===== config.mk =====
export PLATFORM = sky130hd
export DESIGN_NAME = convseq_top
export DESIGN_NICKNAME = d
export VERILOG_FILES = /design/src/rtl/convseq_pkg.sv /design/src/rtl/convseq_datapath.sv /design/src/rtl/convseq_ctrl.sv /design/src/rtl/convseq_top.sv
export SDC_FILE = /design/constraint.sdc
export NUM_CORES = 1
export LEC_CHECK = 0
export BUFFER_PORTS_ARGS = -buffer_cell sky130_fd_sc_hd__buf_2
export CAP_MARGIN = 20
export CORE_AREA = 2 2 109 111
export DETAILED_ROUTE_END_ITERATION = 10
export DIE_AREA = 0 0 111 113
export PLACE_DENSITY = 0.52
export RECOVER_POWER = 50
export SETUP_SLACK_MARGIN = 0.02
export SYNTH_ARGS = -nofsm -noshare
export SYNTH_HDL_FRONTEND = slang
export SYNTH_SLANG_ARGS = --single-unit

===== constraint.sdc =====
create_clock -name clk -period 3.16 [get_ports clk]
set_input_delay 0.158 -clock clk [delete_from_list [all_inputs] [get_ports clk]]
set_output_delay 0.158 -clock clk [all_outputs]
set_load 0.02 [all_outputs]

===== src/rtl/convseq_pkg.sv =====
package convseq_pkg;

  localparam int unsigned LONGEST_LEN = 823120;
  localparam int CNT_W = $clog2(LONGEST_LEN + 1);

  typedef logic [CNT_W-1:0] cnt_t;

  typedef enum logic [1:0] {
    MODE_NORMAL = 2'd0,
    MODE_DUTY   = 2'd1,
    MODE_TURBO  = 2'd2,
    MODE_RSVD   = 2'd3
  } opMode_t;

  typedef enum logic [1:0] {
    PH_IDLE,
    PH_OSC,
    PH_LEAD,
    PH_CONV
  } phase_t;

  // strobes from control to datapath
  typedef struct packed {
    logic load;
    logic clear;
    logic count;
    logic leadSel;
  } seqCtl_t;

  function automatic cnt_t contPeriod(opMode_t m, logic [2:0] r);
    int unsigned v;
    v = 0;
    if (m == MODE_TURBO) begin
      case (r)
        3'd0: v = 102384;
        3'd1: v = 45560;
        3'd2: v = 23064;
        3'd3: v = 11832;
        3'd4: v = 6232;
        3'd5: v = 3448;
        3'd6: v = 2072;
        default: v = 0;
      endcase
    end else if (m == MODE_DUTY) begin
      case (r)
        3'd0: v = 823120;
        3'd1: v = 364560;
        3'd2: v = 184592;
        3'd3: v = 94736;
        3'd4: v = 49936;
        3'd5: v = 27664;
        3'd6: v = 16656;
        default: v = 0;
      endcase
    end else begin
      case (r)
        3'd0: v = 204768;
        3'd1: v = 91120;
        3'd2: v = 46128;
        3'd3: v = 23664;
        3'd4: v = 12464;
        3'd5: v = 6896;
        3'd6: v = 4144;
        default: v = 0;
      endcase
    end
    return cnt_t'(v);
  endfunction

  // duty-cycle single-shot shares the normal latencies
  function automatic cnt_t singleLatency(opMode_t m, logic [2:0] r);
    int unsigned v;
    v = 0;
    if (m == MODE_TURBO) begin
      case (r)
        3'd0: v = 102434;
        3'd1: v = 45618;
        3'd2: v = 23122;
        3'd3: v = 11890;
        3'd4: v = 6290;
        3'd5: v = 3506;
        3'd6: v = 2130;
        default: v = 0;
      endcase
    end else begin
      case (r)
        3'd0: v = 204850;
        3'd1: v = 91218;
        3'd2: v = 46226;
        3'd3: v = 23762;
        3'd4: v = 12562;
        3'd5: v = 6994;
        3'd6: v = 4242;
        default: v = 0;
      endcase
    end
    return cnt_t'(v);
  endfunction

endpackage


===== src/rtl/convseq_datapath.sv =====
module convseq_datapath
  import convseq_pkg::*;
#(
  parameter int PERIOD_SHIFT = 0,
  parameter int unsigned LEAD_NORMAL = 210,
  parameter int unsigned LEAD_TURBO = 114
) (
  input  logic       clk,
  input  logic       rstN,
  input  seqCtl_t    ctl,
  input  logic [1:0] modeIn,
  input  logic [2:0] rateIn,
  input  logic       singleIn,
  output logic       done,
  output logic       nearEnd,
  output logic       singleQ
);

  opMode_t    modeQ;
  logic [2:0] rateQ;
  cnt_t       cnt;
  cnt_t       convLen;
  cnt_t       target;

  always_ff @(posedge clk or negedge rstN) begin
    if (!rstN) begin
      modeQ   <= MODE_NORMAL;
      rateQ   <= '0;
      singleQ <= 1'b0;
    end else if (ctl.load) begin
      modeQ   <= opMode_t'(modeIn);
      rateQ   <= rateIn;
      singleQ <= singleIn;
    end
  end

  always_comb begin
    if (singleQ) convLen = singleLatency(modeQ, rateQ) >> PERIOD_SHIFT;
    else         convLen = contPeriod(modeQ, rateQ) >> PERIOD_SHIFT;
    if (ctl.leadSel)
      target = (modeQ == MODE_TURBO) ? cnt_t'(LEAD_TURBO) : cnt_t'(LEAD_NORMAL);
    else
      target = convLen;
  end

  assign done    = ctl.count && (cnt == target - cnt_t'(1));
  assign nearEnd = ctl.count && (cnt == target - cnt_t'(3));

  always_ff @(posedge clk or negedge rstN) begin
    if (!rstN)          cnt <= '0;
    else if (ctl.clear) cnt <= '0;
    else if (ctl.count) cnt <= done ? '0 : cnt + cnt_t'(1);
  end

  AST_CNT_BELOW_TARGET: assert property (@(posedge clk) disable iff (!rstN)
    cnt < target);

  AST_CNT_HELD: assert property (@(posedge clk) disable iff (!rstN)
    (!ctl.count && !ctl.clear) |=> $stable(cnt));

endmodule


===== src/rtl/convseq_ctrl.sv =====
module convseq_ctrl
  import convseq_pkg::*;
(
  input  logic       clk,
  input  logic       rstN,
  input  logic       clkEn,
  input  logic       startCmd,
  input  logic [1:0] modeIn,
  input  logic [2:0] rateIn,
  input  logic       singleIn,
  input  logic       oscReady,
  input  logic       dataRead,
  input  logic       done,
  input  logic       nearEnd,
  input  logic       singleQ,
  output seqCtl_t    ctl,
  output logic       drdyN,
  output logic       busy,
  output logic       rateErr
);

  phase_t phase;
  logic   counting;
  logic   cfgBad;

  assign counting = (phase == PH_LEAD) || (phase == PH_CONV);
  assign cfgBad   = (rateIn == 3'd7) || (modeIn == 2'd3);
  assign busy     = (phase != PH_IDLE);

  always_comb begin
    ctl.load    = startCmd && !cfgBad;
    ctl.clear   = startCmd || !counting;
    ctl.count   = clkEn && counting && !startCmd;
    ctl.leadSel = (phase == PH_LEAD);
  end

  always_ff @(posedge clk or negedge rstN) begin
    if (!rstN) begin
      phase   <= PH_IDLE;
      rateErr <= 1'b0;
    end else if (startCmd) begin
      if (cfgBad) begin
        phase   <= PH_IDLE;
        rateErr <= 1'b1;
      end else begin
        rateErr <= 1'b0;
        if (!oscReady)     phase <= PH_OSC;
        else if (singleIn) phase <= PH_CONV;
        else               phase <= PH_LEAD;
      end
    end else begin
      case (phase)
        PH_OSC:  if (oscReady) phase <= singleQ ? PH_CONV : PH_LEAD;
        PH_LEAD: if (done) phase <= PH_CONV;
        PH_CONV: if (done && singleQ) phase <= PH_IDLE;
        default: ;
      endcase
    end
  end

  always_ff @(posedge clk or negedge rstN) begin
    if (!rstN)                                        drdyN <= 1'b1;
    else if (done && phase == PH_CONV)                drdyN <= 1'b0;
    else if (dataRead || (nearEnd && phase == PH_CONV)) drdyN <= 1'b1;
  end

  AST_FALL_ON_DONE: assert property (@(posedge clk) disable iff (!rstN)
    $fell(drdyN) |-> $past(done));

  AST_SINGLE_IDLE: assert property (@(posedge clk) disable iff (!rstN)
    ($fell(drdyN) && singleQ) |-> !busy);

  AST_OSC_HOLD: assert property (@(posedge clk) disable iff (!rstN)
    (phase == PH_OSC && !oscReady) |=> !$fell(drdyN));

  AST_ERR_NOT_BUSY: assert property (@(posedge clk) disable iff (!rstN)
    rateErr |-> !busy);

  AST_START_BUSY: assert property (@(posedge clk) disable iff (!rstN)
    (startCmd && !cfgBad) |=> busy);

endmodule


===== src/rtl/convseq_top.sv =====
module convseq_top
  import convseq_pkg::*;
#(
  parameter int PERIOD_SHIFT = 0,
  parameter int unsigned LEAD_NORMAL = 210,
  parameter int unsigned LEAD_TURBO = 114
) (
  input  logic       clk,
  input  logic       rstN,
  input  logic       clkEn,
  input  logic       startCmd,
  input  logic [1:0] opMode,
  input  logic [2:0] rateSel,
  input  logic       singleShot,
  input  logic       oscReady,
  input  logic       dataRead,
  output logic       drdyN,
  output logic       busy,
  output logic       rateErr
);

  seqCtl_t ctl;
  logic    done;
  logic    nearEnd;
  logic    singleQ;

  convseq_ctrl u_ctrl (
    .clk      (clk),
    .rstN     (rstN),
    .clkEn    (clkEn),
    .startCmd (startCmd),
    .modeIn   (opMode),
    .rateIn   (rateSel),
    .singleIn (singleShot),
    .oscReady (oscReady),
    .dataRead (dataRead),
    .done     (done),
    .nearEnd  (nearEnd),
    .singleQ  (singleQ),
    .ctl      (ctl),
    .drdyN    (drdyN),
    .busy     (busy),
    .rateErr  (rateErr)
  );

  convseq_datapath #(
    .PERIOD_SHIFT (PERIOD_SHIFT),
    .LEAD_NORMAL  (LEAD_NORMAL),
    .LEAD_TURBO   (LEAD_TURBO)
  ) u_dp (
    .clk      (clk),
    .rstN     (rstN),
    .ctl      (ctl),
    .modeIn   (opMode),
    .rateIn   (rateSel),
    .singleIn (singleShot),
    .done     (done),
    .nearEnd  (nearEnd),
    .singleQ  (singleQ)
  );

endmodule


Word level (Yosys, flattened, before mapping):

Cells that the tools add are included.

* register bits: 30
* input bits: 12
* output and inout bits: 3
* word-level logic and storage cells: 75

* add/sub/neg operators: 3
* equality and inequality tests: 18
* multiplexer cells: 26
* reductions and logical operators: 21

Operator list (number)
* $pmux 18 s7: 2
* $pmux 17 s7: 2
* $mux 20: 8
* $pmux 20 s7: 1
* $eq 20x20->1: 2
* $add 20x1->20 const B: 1
* $sub 20x1->20 const B: 1
* $sub 20x2->20 const B: 1
* $eq 3x3->1 const B: 4
* $mux 2: 6
* $eq 2x2->1 const B: 4
* $logic_and 1x1->1: 8
* $mux 8: 1
* $eq 3x2->1 const B: 2
* $ne 3x3->1 const B: 2
* $pmux 2 s3: 1
* $reduce_bool 2->1: 3
* $mux 1: 5
* $eq 2x1->1 const B: 2
* $logic_or 1x1->1: 4
* $reduce_and 4->1: 1
* $reduce_bool 4->1: 1
* $eq 3x1->1 const B: 1
* $logic_not 1->1: 3
* other kinds (2): 2

Logic depth before layout (Yosys ltp):

Gate-level depths: netlist of the first run.

* depth after elaboration: 13
* depth in mapped cells: 16
* gate-level depth less buffers: 13

By module:

From an unflattened synthesis of the first run, not the netlist that was laid out.

* cell total of the unflattened synthesis: 399
* area, all modules: 3024.2 um^2

Modules (own cells, without submodules)
* convseq_datapath: times used 1, cells each 371, area each 2771.4 um^2, seq. area each 650.6 um^2
* convseq_ctrl: times used 1, cells each 28, area each 252.7 um^2, seq. area each 101.3 um^2

Worst setup path after synthesis of the first run:

OpenSTA, ideal clock, no wires.

* path kind: reg-to-reg
* start point: register u_dp.rateQ[1]
* end point: register u_dp.cnt[17]
* setup time: 118 ps
* arrival time: 3290 ps
* data required time: 3042 ps
* slack: -249 ps
* cell stages (with the launch flop): 16
* buffers on the path: 3
* period minus slack after synthesis: 3409 ps
* path through: dfrtp_1 -> buf_6 -> buf_2 -> or3_1 -> a211oi_1 -> o21ai_0 -> inv_1 -> ha_1 -> nor3b_4 -> nand2_1 -> a2111o_1 -> a2111oi_4 -> buf_6 -> nor3_1 -> a221o_1 -> a21o_1

* word-level cells in the longest chain between the ends: 12
* elaborated cells between the ends (all ways): 23
* those cells by class: add/sub: 1; eq/ne: 7; mux: 13; reduce/logical: 2

RTL lines
* start, declared: line convseq_datapath.sv:20 `logic [2:0] rateQ;`
* start signal, assigned: line convseq_datapath.sv:32 `rateQ <= rateIn;`
* $eq 3x3->1 (tied with other cells)
* $pmux 18 s7 / $pmux 20 s7 (equally long branches): line convseq_pkg.sv:56, convseq_pkg.sv:45
* $mux 20: line convseq_pkg.sv:44 `end else if (m == MODE_DUTY) begin`
* $mux 20: line convseq_pkg.sv:33 `if (m == MODE_TURBO) begin`
* $mux 20 (*): line convseq_datapath.sv:38 `if (singleQ) convLen = singleLatency(modeQ, rateQ) >> PERIOD_SHIFT;`
* $mux 20 (*): line convseq_datapath.sv:40 `if (ctl.leadSel)`
* $sub 20x1->20 (*): line convseq_datapath.sv:46 `assign done = ctl.count && (cnt == target - cnt_t'(1));`
* $eq 20x20->1 (*): line convseq_datapath.sv:46
* $logic_and 1x1->1 (*): line convseq_datapath.sv:46
* $mux 20 (*) (2 in series): line convseq_datapath.sv:52 `else if (ctl.count) cnt <= done ? '0 : cnt + cnt_t'(1);`
* $mux 20 (*): line convseq_datapath.sv:51 `else if (ctl.clear) cnt <= '0;`
* end signal, assigned: line convseq_datapath.sv:52
* end, declared: line convseq_datapath.sv:21 `cnt_t cnt;`

Mark *: on every way between the ends. The rest lies on a longest branch, timed or not. The select of a mux whose other input is x is not followed.
A chain may end at the register's enable or synchronous reset.

Worst setup path in the final report of the first run:

* start point: register u_dp.rateQ[2]
* end point: register u_dp.cnt[15]

The elaborated chain is that of the path after synthesis.

==> parameters.txt, run 1 <==
Parameter                              Value

Pwr
  Clock group share of total power    23.7%
  Pleak    0.00177 µW
  Sequential fraction of design power    21.2%
  Combinational cell fraction of total power    55.1%
  Switching share of power    38.9%
  Power density over cell area    451 nW/µm²
  Power Internal    1240 µW
  Net switching component of the power    790 µW
  Peak ir drop on the vdd network    0.341 mV
  Total Power Consumption    2030 µW

Floorplan
  Num ports    15
  Die Span Y    113 µm
  Core Rows    39
  Area of the core    11300 µm²
  Initial core utilization    29.5%
  Die extent in x    111 µm
  Total Die Area    12500 µm²

Setup path
  Cell family with most CP delay    simple AND/OR/NAND/NOR gates
  Flop-to-flop setup slack    -70 ps
  Slowest cell on the critical path    or4_4
  Reg-to-reg critical path endpoint    u_dp.cnt[15]$_DFFE_PN0P_
  Crit Path Class    reg2reg
  Launch point of the worst reg-to-reg path    u_dp.rateQ[2]$_DFFE_PN0P_
  Arrival time of the worst setup path    3390 ps
  R2R depth    12
  Critical Path Source Type    register
  Crit path capture type    register
  Source of the critical timing path    u_dp.rateQ[2]$_DFFE_PN0P_
  CP bufs+invs    1
  Max FO, Critical Path    6
  Cell breakdown of the critical path    or3_4 > a211oi_4 > o21ai_2 > inv_2 > ha_4 > nor3b_4 > nand3b_4 > or4_4 > o21ai_4 > nand3_4 > a221o_1 > a31o_1
  Largest stage delay on the critical path    540 ps
  WP data required    3320 ps

Outcome
  Violated checks    capacitance limit, slew limit, setup timing
  Run status    complete, but fails checks

Layout
  Layout cell share with drive strength beyond 1    35.4%
  Sequential cell area    756 µm²
  Fill count    1124
  Area growth, synth to finish    35.4%
  Final antenna diode count    0
  Count of nets after finishing    519
  Layout Cells excl Fill    648
  Multi-input gate area    2520 µm²

Min path
  Hold path startpoint    singleShot
  Worst hold path endpoint    u_dp.singleQ$_DFFE_PN0P_
  Tightest Hold Check Type    in2reg
  Hold Path Cell Cnt    3

Global route
  Initial antenna violation count    0
  Pin count of the biggest net entering global routing    31
  Number of global-route vias before repair    3476
  Aggregate global routing overflow    0
  First-pass GRT wire length    18.2 mm
  Total track usage    17.7%

Logic synthesis
  Netlist area before placement    3320 µm²
  Post-synthesis instance total    420
  Async SR Flop Fraction    100%
  Post-Synthesis Mean Instance Area    7.91 µm²
  Count of distinct cell types in the synthesized netlist    81
  Syn nets    435
  Synth area leader    dfrtp_1
  Share of the synthesized area in the top cell type    21.8%
  Number of enable flip-flop cells after synthesis    0
  Most area-consuming cells after synthesis    dfrtp_1 22%, nand2_1 5.0%, o21ai_0 5.0%, nand3_1 4.2%, xor2_1 4.0%
  Ys flop type    dfrtp_1
  Synthesis Warnings    0
  Post-synthesis register bit count    30
  Share of synthesized area occupied by flip-flops and latches    22.6%

Detailed routing
  Sum of routed wire length over all layers    11.1 mm
  Number of antenna-violating nets in the routed design    0
  Number of remaining DRC errors    0
  Number of vias after detailed routing    3597
  Routed wire per std cell    17.1 µm
  Drt first-iter violations    187
  Iteration count of the initial detailed-routing pass    5
  Drt via density    5.55

Place
  Placed cells    632
  Placement-stage worst setup slack    -263 ps
  Input/output buffers    14
  Placer congestion estimate    0.946
  Sum of net half-perimeters after detailed placement    8.44 mm

Timing
  Setup Total Neg Slack    -350 ps
  Maximum clock rate    309 MHz
  Setup-violating endpoint count in the final report    11
  Final Hold Viols    0
  Worst Setup Slack, final    -71.9 ps
  Worst-case headroom to the max-slew limit    -16.7%
  Max-slew violation total from the final report    31
  Post-Route Skew    4.40 ps
  Final Hold Slack    111 ps
  Pin slew with the least headroom to its limit    1750 ps
  Unrepaired setup endpoints after global routing    yes
  Final critical delay including setup and external delays    3230 ps
  Period utilization    102%

CTS
  TritonCTS Buffers    5
  Max Root-Sink Buffers    2
  Number of clock sinks seen by CTS    30
  Worst skew pair latency    270 ps
  Level count of the clock H-tree    2
  Clock tree from TritonCTS    done
  Worst-path clk slew    50 ps
  CTS root buffer    clkbuf_16

Job
  Max-cap violation count    1
## worst min-delay path: cells and delay by family
kind	cells	cell delay [ps]
buffers and inverters	1	90
AOI/OAI and AO/OA	1	60
and+or+nand+nor	1	40
## per-layer routing
metal	wire length [µm]	GRT usage (%)
met1	5140	23.7
met2	5290	30.5
met3	395	1.98
met4	236	4.50
met5	0	0
## worst max-delay path by stage
stage / end / cells past startpoint
global placement: u_dp.cnt[8]$_DFFE_PN0P_ / 13
global route: u_dp.cnt[15]$_DFFE_PN0P_ / 13
finish: u_dp.cnt[15]$_DFFE_PN0P_ / 12
CTS: u_dp.cnt[15]$_DFFE_PN0P_ / 12
floorplan: u_dp.cnt[17]$_DFFE_PN0P_ / 15
detailed placement: u_ctrl.drdyN$_DFFE_PN1P_ / 13
## cells in the mapped netlist (all sizes together), types with 6 or more instances
cell / count
nand2: 44
o21ai: 34
nand3: 30
dfrtp: 29
nor2: 26
buf: 21
a21oi: 15
xor2: 15
clkbuf: 14
nor3: 12
inv: 11
xnor2: 11
or3: 10
a41oi: 9
nand4: 9
a31oi: 7
and2: 7
nand2b: 7
nor4: 6
o31ai: 6
or2: 6
## metrics by stage
stage / util, % / cell area, µm²
after floorplan: - / 3420
after global placement: 36.9 / 4160
after detailed placement: 36.9 / 4160
after CTS: 39.2 / 4420
after global routing: 39.9 / 4500
final: 39.9 / 4500
## cells in the final DEF, fill, tap and decap left out, types with 4 or more instances in the layout
cell,Yosys,routed
nor2_1,26,22
xnor2_1,11,11
o31ai_1,6,5
inv_1,11,9
nor4_1,5,5
nand4_1,9,9
nand2_1,44,44
o211ai_1,4,4
buf_2,9,12
nand2b_1,6,6
or3_1,10,8
clkbuf_16,0,5
xor2_1,15,15
or2_2,5,5
o21ai_0,33,29
o41ai_1,4,4
a41oi_2,1,8
nand3_1,28,28
mux2i_1,4,4
clkbuf_1,14,4
a31oi_1,6,5
and3_1,4,4
dfrtp_1,29,26
and2_1,7,7
buf_4,5,90
a21oi_1,14,12
nor3_1,11,11
## area by class of cell
type	instances	share of cell area (%)
multi-input cells	344	56.0
clock buffers	7	3.17
inverters	11	1.00
flip-flops and latches	30	16.8
clock inverters	1	0.111
well taps	143	3.98
repair buffers	112	18.9
## power by group through the flow
stage	Clock (µW)	Sequential (µW)	Combinational, µW
after global routing	510	434	1210
after floorplan	0	430	639
final	481	430	1120
after detailed placement	0	435	1030
after global placement	0	434	1030
after CTS	490	429	1070
## logic make-up (layout without fill, tap and decap cells)
kind of cell	Yosys count	after routing	share of synthesized area (%)
and+or+nand+nor	183	183	30.6
AOI/OAI and AO/OA	126	126	29.3
buffers and inverters	46	131	7.68
DFF	30	30	22.6
xor gates and xnor gates	26	26	6.85
muxes	5	5	1.54
adders and majority gates	4	4	1.43
## state kept, by name (all words and copies together) (netlist names)
signal	cells
u_dp.modeQ	2
u_dp.singleQ	1
u_ctrl.drdyN	1
u_ctrl.phase	2
u_ctrl.rateErr	1
u_dp.rateQ	3
u_dp.cnt	20
## repair_timing
item | in CTS | in global routing
setup endpoints to repair | 22 | 22
hold buffers | 1 | 0
buffers inserted | 5 | 2
hold endpoints to repair | 29 | 0
gates resized for setup | 18 | 16
gates cloned | 0 | 0
pin swaps | 2 | 5
Note: power is estimated with default switching activity, not from simulation.
==> run 2, diff against run 1 <==
--- a/config.mk
+++ b/config.mk
@@ -10,9 +10,10 @@
 export CORE_AREA = 2 2 109 111
 export DETAILED_ROUTE_END_ITERATION = 10
 export DIE_AREA = 0 0 111 113
-export PLACE_DENSITY = 0.52
+export PLACE_DENSITY = 0.5
 export RECOVER_POWER = 50
 export SETUP_SLACK_MARGIN = 0.02
+export SLEW_MARGIN = 30
 export SYNTH_ARGS = -nofsm -noshare
 export SYNTH_HDL_FRONTEND = slang
 export SYNTH_SLANG_ARGS = --single-unit
==> constraint.sdc (replaced) <==
create_clock -name clk -period 3.3 [get_ports clk]
set_input_delay 0.165 -clock clk [delete_from_list [all_inputs] [get_ports clk]]
set_output_delay 0.165 -clock clk [all_outputs]
set_load 0.02 [all_outputs]
==> parameters.txt, run 2 (synthesis gave the netlist of run 1 again) <==
Parameter                              Value

Min path
  Tightest Hold Check Type    in2reg
  Hold Path Cell Cnt    3
  Hold path startpoint    singleShot
  Worst hold path endpoint    u_dp.singleQ$_DFFE_PN0P_

Detailed routing
  Routed wire per std cell    16.5 µm
  Drt via density    5.51
  Number of vias after detailed routing    3460
  Number of antenna-violating nets in the routed design    0
  Sum of routed wire length over all layers    10.4 mm
  Iteration count of the initial detailed-routing pass    5
  Drt first-iter violations    202
  Number of remaining DRC errors    0

Pwr
  Sequential fraction of design power    21.7%
  Power density over cell area    434 nW/µm²
  Clock group share of total power    24.7%
  Power Internal    1140 µW
  Combinational cell fraction of total power    53.6%
  Peak ir drop on the vdd network    0.307 mV
  Pleak    0.00170 µW
  Switching share of power    39.2%
  Net switching component of the power    736 µW

Timing
  Worst-case headroom to the max-slew limit    -15.0%
  Final critical delay including setup and external delays    3200 ps
  Setup-violating endpoint count in the final report    0
  Unrepaired setup endpoints after global routing    yes
  Period utilization    97.0%
  Post-Route Skew    4.33 ps
  Final Hold Viols    0
  Final Hold Slack    116 ps
  Maximum clock rate    312 MHz
  Max-slew violation total from the final report    31
  Pin slew with the least headroom to its limit    1720 ps

Layout
  Area growth, synth to finish    30.3%
  Registers with the most flip-flops    u_dp.cnt: 20 flops, u_dp.rateQ: 3 flops
  Count of nets after finishing    499
  Final antenna diode count    0
  Commonest non-fill, non-tap cell in the layout    buf_4
  Layout cell share with drive strength beyond 1    31.8%
  Fill count    1135
  Flip-flop count of the largest register after layout    20
  Post-route cell area    4330 µm²
  Largest Register    u_dp.cnt
  Most frequent cells in the layout    67 x buf_4, 44 x nand2_1, 28 x nand3_1, 28 x o21ai_0, 26 x dfrtp_1

CTS
  Worst skew pair latency    280 ps
  CTS root buffer    clkbuf_16
  Max Root-Sink Buffers    2
  Worst-path clk slew    50 ps
  Level count of the clock H-tree    2
  Number of clock sinks seen by CTS    30
  Clock tree from TritonCTS    done
  TritonCTS Buffers    5

Global route
  Highest-utilization routing layer at the global route stage    met2
  Number of global-route vias before repair    3353
  Aggregate global routing overflow    0
  First-pass GRT wire length    17.3 mm
  Met3 layer usage reported by global route    1.45%
  Met2 Usage GRT    28.0%
  Total track usage    16.6%
  Met1 capacity usage during global routing    22.9%
  Initial antenna violation count    0
  Pin count of the biggest net entering global routing    31

Outcome
  Violated checks    capacitance limit, slew limit
  Run status    complete, but fails checks

Setup path
  R2R depth    13
  Slowest cell on the critical path    or4_4
  Largest stage delay on the critical path    550 ps
  Arrival time of the worst setup path    3350 ps
  Critical Path Source Type    register
  Crit-path most repeated cell    buf_6
  Max FO, Critical Path    8
  Cell breakdown of the critical path    buf_6 > or3b_4 > o2111ai_2 > o311ai_4 > nor3b_4 > nand3b_4 > or4_4 > o21ai_4 > nand3_4 > buf_6 > buf_6 > a41oi_2 > o41ai_2
  Crit path capture type    register
  Reg-to-reg critical path endpoint    u_dp.cnt[5]$_DFFE_PN0P_
  Crit Path Class    reg2reg
  Launch point of the worst reg-to-reg path    u_dp.modeQ[0]$_DFFE_PN0P_
  WP data required    3450 ps
  Flop-to-flop setup slack    100 ps

Place
  Sum of net half-perimeters after detailed placement    7.82 mm
  Input/output buffers    14
  Placer congestion estimate    0.884
  Cell Area, Placed    3910 µm²

Job
  Max-cap violation count    1

Floorplan
  Initial core utilization    29.5%
  Num ports    15
  Die extent in x    111 µm
  Area of the core    11300 µm²
  Core Rows    39
  Total Die Area    12500 µm²
  Die Span Y    113 µm
run 2: changes by cell type in the layout (fill, tap and decap cells not counted), moves of 3 or more:
cell     before  now
nor2_1       22   25
a41oi_2       8    2
buf_6         3    7
a41oi_1       1    7
buf_4        90   67
run 2: metal layers:
layer	routed length, µm	part of all wire, %
met2	4970	48
met5	0	0
met3	397	3.8
met1	4870	47
met4	153	1.5
run 2: layout make-up:
cell class,count,area (µm²),share of cell area [%]
clock inverter,2,12.5,0.289
timing repair buffer,92,714,16.5
multi-input combinational,344,2480,57.4
sequential,30,756,17.5
inverter,11,45.0,1.04
clock buffer,6,139,3.21
tap,143,179,4.13
run 2: worst max path at each step:
stage                         startpoint                        to  slack, ps  depth (start not counted)
2_1_floorplan  u_dp.rateQ[1]$_DFFE_PN0P_  u_dp.cnt[15]$_DFFE_PN0P_         40                         14
3_3_place_gp   u_dp.rateQ[0]$_DFFE_PN0P_   u_dp.cnt[4]$_DFFE_PN0P_         20                         14
3_5_place_dp   u_dp.modeQ[0]$_DFFE_PN0P_   u_dp.cnt[4]$_DFFE_PN0P_      -0.06                         13
4_1_cts        u_dp.rateQ[0]$_DFFE_PN0P_   u_dp.cnt[4]$_DFFE_PN0P_         10                         14
5_1_grt        u_dp.modeQ[0]$_DFFE_PN0P_   u_dp.cnt[5]$_DFFE_PN0P_        -50                         14
6_report       u_dp.modeQ[0]$_DFFE_PN0P_   u_dp.cnt[5]$_DFFE_PN0P_        100                         13
run 2: worst max-delay path, delay by kind of cell (launching register included):
kind                   cells  cell delay (ps)
buffers and inverters      3              410
AO/OA/AOI/OAI              5              750
flip-flops                 1              460
AND/OR/NAND/NOR            5             1440
run 2: metrics by stage:
| stage | setup WS, ps | total power, µW | TNS (ps) | instances | utilization, % |
|---|---|---|---|---|---|
| floorplan | 40.2 | 1010 | 0 | 420 | - |
| global placement | 18.5 | 1320 | 0 | 610 | 34.7 |
| detailed placement | -0.0631 | 1330 | -0.0631 | 610 | 34.7 |
| CTS | 12.6 | 1810 | 0 | 619 | 36.2 |
| global route | -50.6 | 2000 | -293 | 628 | 38.4 |
| finish | 98.7 | 1880 | 0 | 628 | 38.4 |
run 2: power by group through the flow:
stage	clock [µW]	combinational, µW	sequential [µW]
floorplan	0	601	412
finish	465	1010	408
global route	496	1090	411
detailed placement	0	912	413
global placement	0	905	412
CTS	479	922	407
run 2: what timing repair did:
action / 4_1_cts / 5_1_grt
hold buffers: 1 / 0
hold endpoints to repair: 29 / 0
pin swaps: 0 / 17
endpoints found under the setup margin: 6 / 22
gates resized for setup: 3 / 41
setup buffers: 0 / 9
==> run 3, diff against run 2 <==
--- a/config.mk
+++ b/config.mk
@@ -10,6 +10,7 @@
 export CORE_AREA = 2 2 109 111
 export DETAILED_ROUTE_END_ITERATION = 10
 export DIE_AREA = 0 0 111 113
+export GPL_TIMING_DRIVEN = 0
 export PLACE_DENSITY = 0.5
 export RECOVER_POWER = 50
 export SETUP_SLACK_MARGIN = 0.02
==> parameters.txt, run 3 (synthesis gave the netlist of run 1 again) <==
Parameter                              Value

Outcome
  Violated checks    capacitance limit, slew limit, setup timing
  Run status    complete, but fails checks

Timing
  Worst Setup Slack, final    -173 ps
  Unrepaired setup endpoints after global routing    yes
  Final critical delay including setup and external delays    3470 ps
  Pin slew with the least headroom to its limit    1690 ps
  Maximum clock rate    288 MHz
  Setup Total Neg Slack    -2490 ps
  Max-slew violation total from the final report    31
  Worst-case headroom to the max-slew limit    -12.9%
  Final Hold Viols    0
  Setup-violating endpoint count in the final report    19
  Post-Route Skew    6.68 ps
  Period utilization    105%
  Final Hold Slack    113 ps

CTS
  Worst skew pair latency    280 ps
  CTS root buffer    clkbuf_16
  Level count of the clock H-tree    2
  TritonCTS Buffers    5
  Number of clock sinks seen by CTS    30
  Max Root-Sink Buffers    2
  Worst-path clk slew    50 ps
  Clock tree from TritonCTS    done

Layout
  Area growth, synth to finish    31.7%
  Commonest non-fill, non-tap cell in the layout    nand2_1
  Registers with the most flip-flops    u_dp.cnt: 20 flops, u_dp.rateQ: 3 flops
  Layout cell share with drive strength beyond 1    29.2%
  Largest Register    u_dp.cnt
  Post-route cell area    4380 µm²
  Layout Cells excl Fill    615
  Final antenna diode count    0
  Count of nets after finishing    486
  Most frequent cells in the layout    43 x nand2_1, 29 x o21ai_0, 27 x nand3_1
  Fill count    1144
  Flip-flop count of the largest register after layout    20

Job
  Max-cap violation count    1

Place
  Placed cells    577
  Cell Area, Placed    3580 µm²
  Sum of net half-perimeters after detailed placement    8.16 mm
  Input/output buffers    14
  Placement-stage worst setup slack    -532 ps
  Placer congestion estimate    0.946

Floorplan
  Die Span Y    113 µm
  Num ports    15
  Core Rows    39
  Area of the core    11300 µm²
  Die extent in x    111 µm
  Initial core utilization    29.5%
  Total Die Area    12500 µm²

Global route
  Number of global-route vias before repair    3428
  Pin count of the biggest net entering global routing    31
  Total track usage    18.6%
  First-pass GRT wire length    18.7 mm
  Initial antenna violation count    0
  Aggregate global routing overflow    0

Detailed routing
  Iteration count of the initial detailed-routing pass    4
  Number of antenna-violating nets in the routed design    0
  Drt via density    5.81
  Sum of routed wire length over all layers    11.8 mm
  Number of remaining DRC errors    0
  Routed wire per std cell    19.1 µm
  Number of vias after detailed routing    3573
  Drt first-iter violations    197

Setup path
  Crit path capture type    register
  WP data required    3460 ps
  Max FO, Critical Path    5
  Crit Path Class    reg2reg
  Arrival time of the worst setup path    3630 ps
  Critical Path Source Type    register

Min path
  Tightest Hold Check Type    in2reg

Pwr
  Pleak    0.00163 µW
  Power density over cell area    457 nW/µm²
  Peak ir drop on the vdd network    0.213 mV
## run 3: what timing repair did
action / in CTS / in global routing
cloned: 2 / 1
pin swaps: 17 / 14
setup buffers: 16 / 10
hold buffers: 1 / 0
endpoints found under the setup margin: 22 / 22
hold endpoints to repair: 29 / 0
resized for setup: 42 / 31
## run 3: path summary, 6_finish.rpt
kind | startpoint | cells after the start | to | slack (ps)
worst max-delay path | u_dp.rateQ[1]$_DFFE_PN0P_ | 15 | u_dp.cnt[17]$_DFFE_PN0P_ | -170
worst min-delay path | opMode[0] | 3 | u_dp.modeQ[0]$_DFFE_PN0P_ | 110
worst max register to register | u_dp.rateQ[1]$_DFFE_PN0P_ | 15 | u_dp.cnt[17]$_DFFE_PN0P_ | -170
worst min register to register | u_ctrl.rateErr$_DFFE_PN0P_ | 2 | u_ctrl.rateErr$_DFFE_PN0P_ | 500
max in group asynchronous | rstN | 2 | u_dp.singleQ$_DFFE_PN0P_ | 1340
min in group asynchronous | rstN | 2 | u_dp.cnt[11]$_DFFE_PN0P_ | 860
## run 3: worst max-delay path, cell delays in order (launching register included)
cell and delay (ps):
dfrtp_1 370, buf_6 120, buf_6 110, or3_4 370
a211oi_2 190, o21ai_2 120, inv_2 90, ha_4 140
nor3b_4 200, buf_6 140, nand3b_4 90, or4_4 530
o21ai_4 170, nand3_4 170, a221o_1 370, a21o_1 180
## run 3: layout make-up
class                      instances  area, µm²  share of cell area, %
inverter                          11       41.3                  0.944
clock inverter                     2       60.1                   1.37
multi-input combinational        344       2590                   59.1
buffer                            35        256                   5.86
tap                              143        179                   4.09
sequential                        30        756                   17.3
clock buffer                       6        139                   3.17
timing repair buffer              44        358                   8.18
## run 3: routing by layer
metal	vias up	track usage [%]	wire length (µm)
met5	-	0	0
li1	1679	-	-
met2	123	31.9	5730
met1	1747	23.7	5070
met3	24	2.09	556
met4	0	8.25	419
## run 3: report_power, final
| part | switching, µW | internal, µW |
|---|---|---|
| Sequential | 21.2 | 387 |
| Combinational | 571 | 395 |
| Clock | 172 | 453 |
| Total | 764 | 1240 |
## run 3: stage by stage
step / power (µW) / util, %
floorplan: 1010 / -
global placement: 1210 / 31.8
detailed placement: 1210 / 31.8
CTS: 1900 / 36.7
global route: 2100 / 38.8
finish: 2000 / 38.8
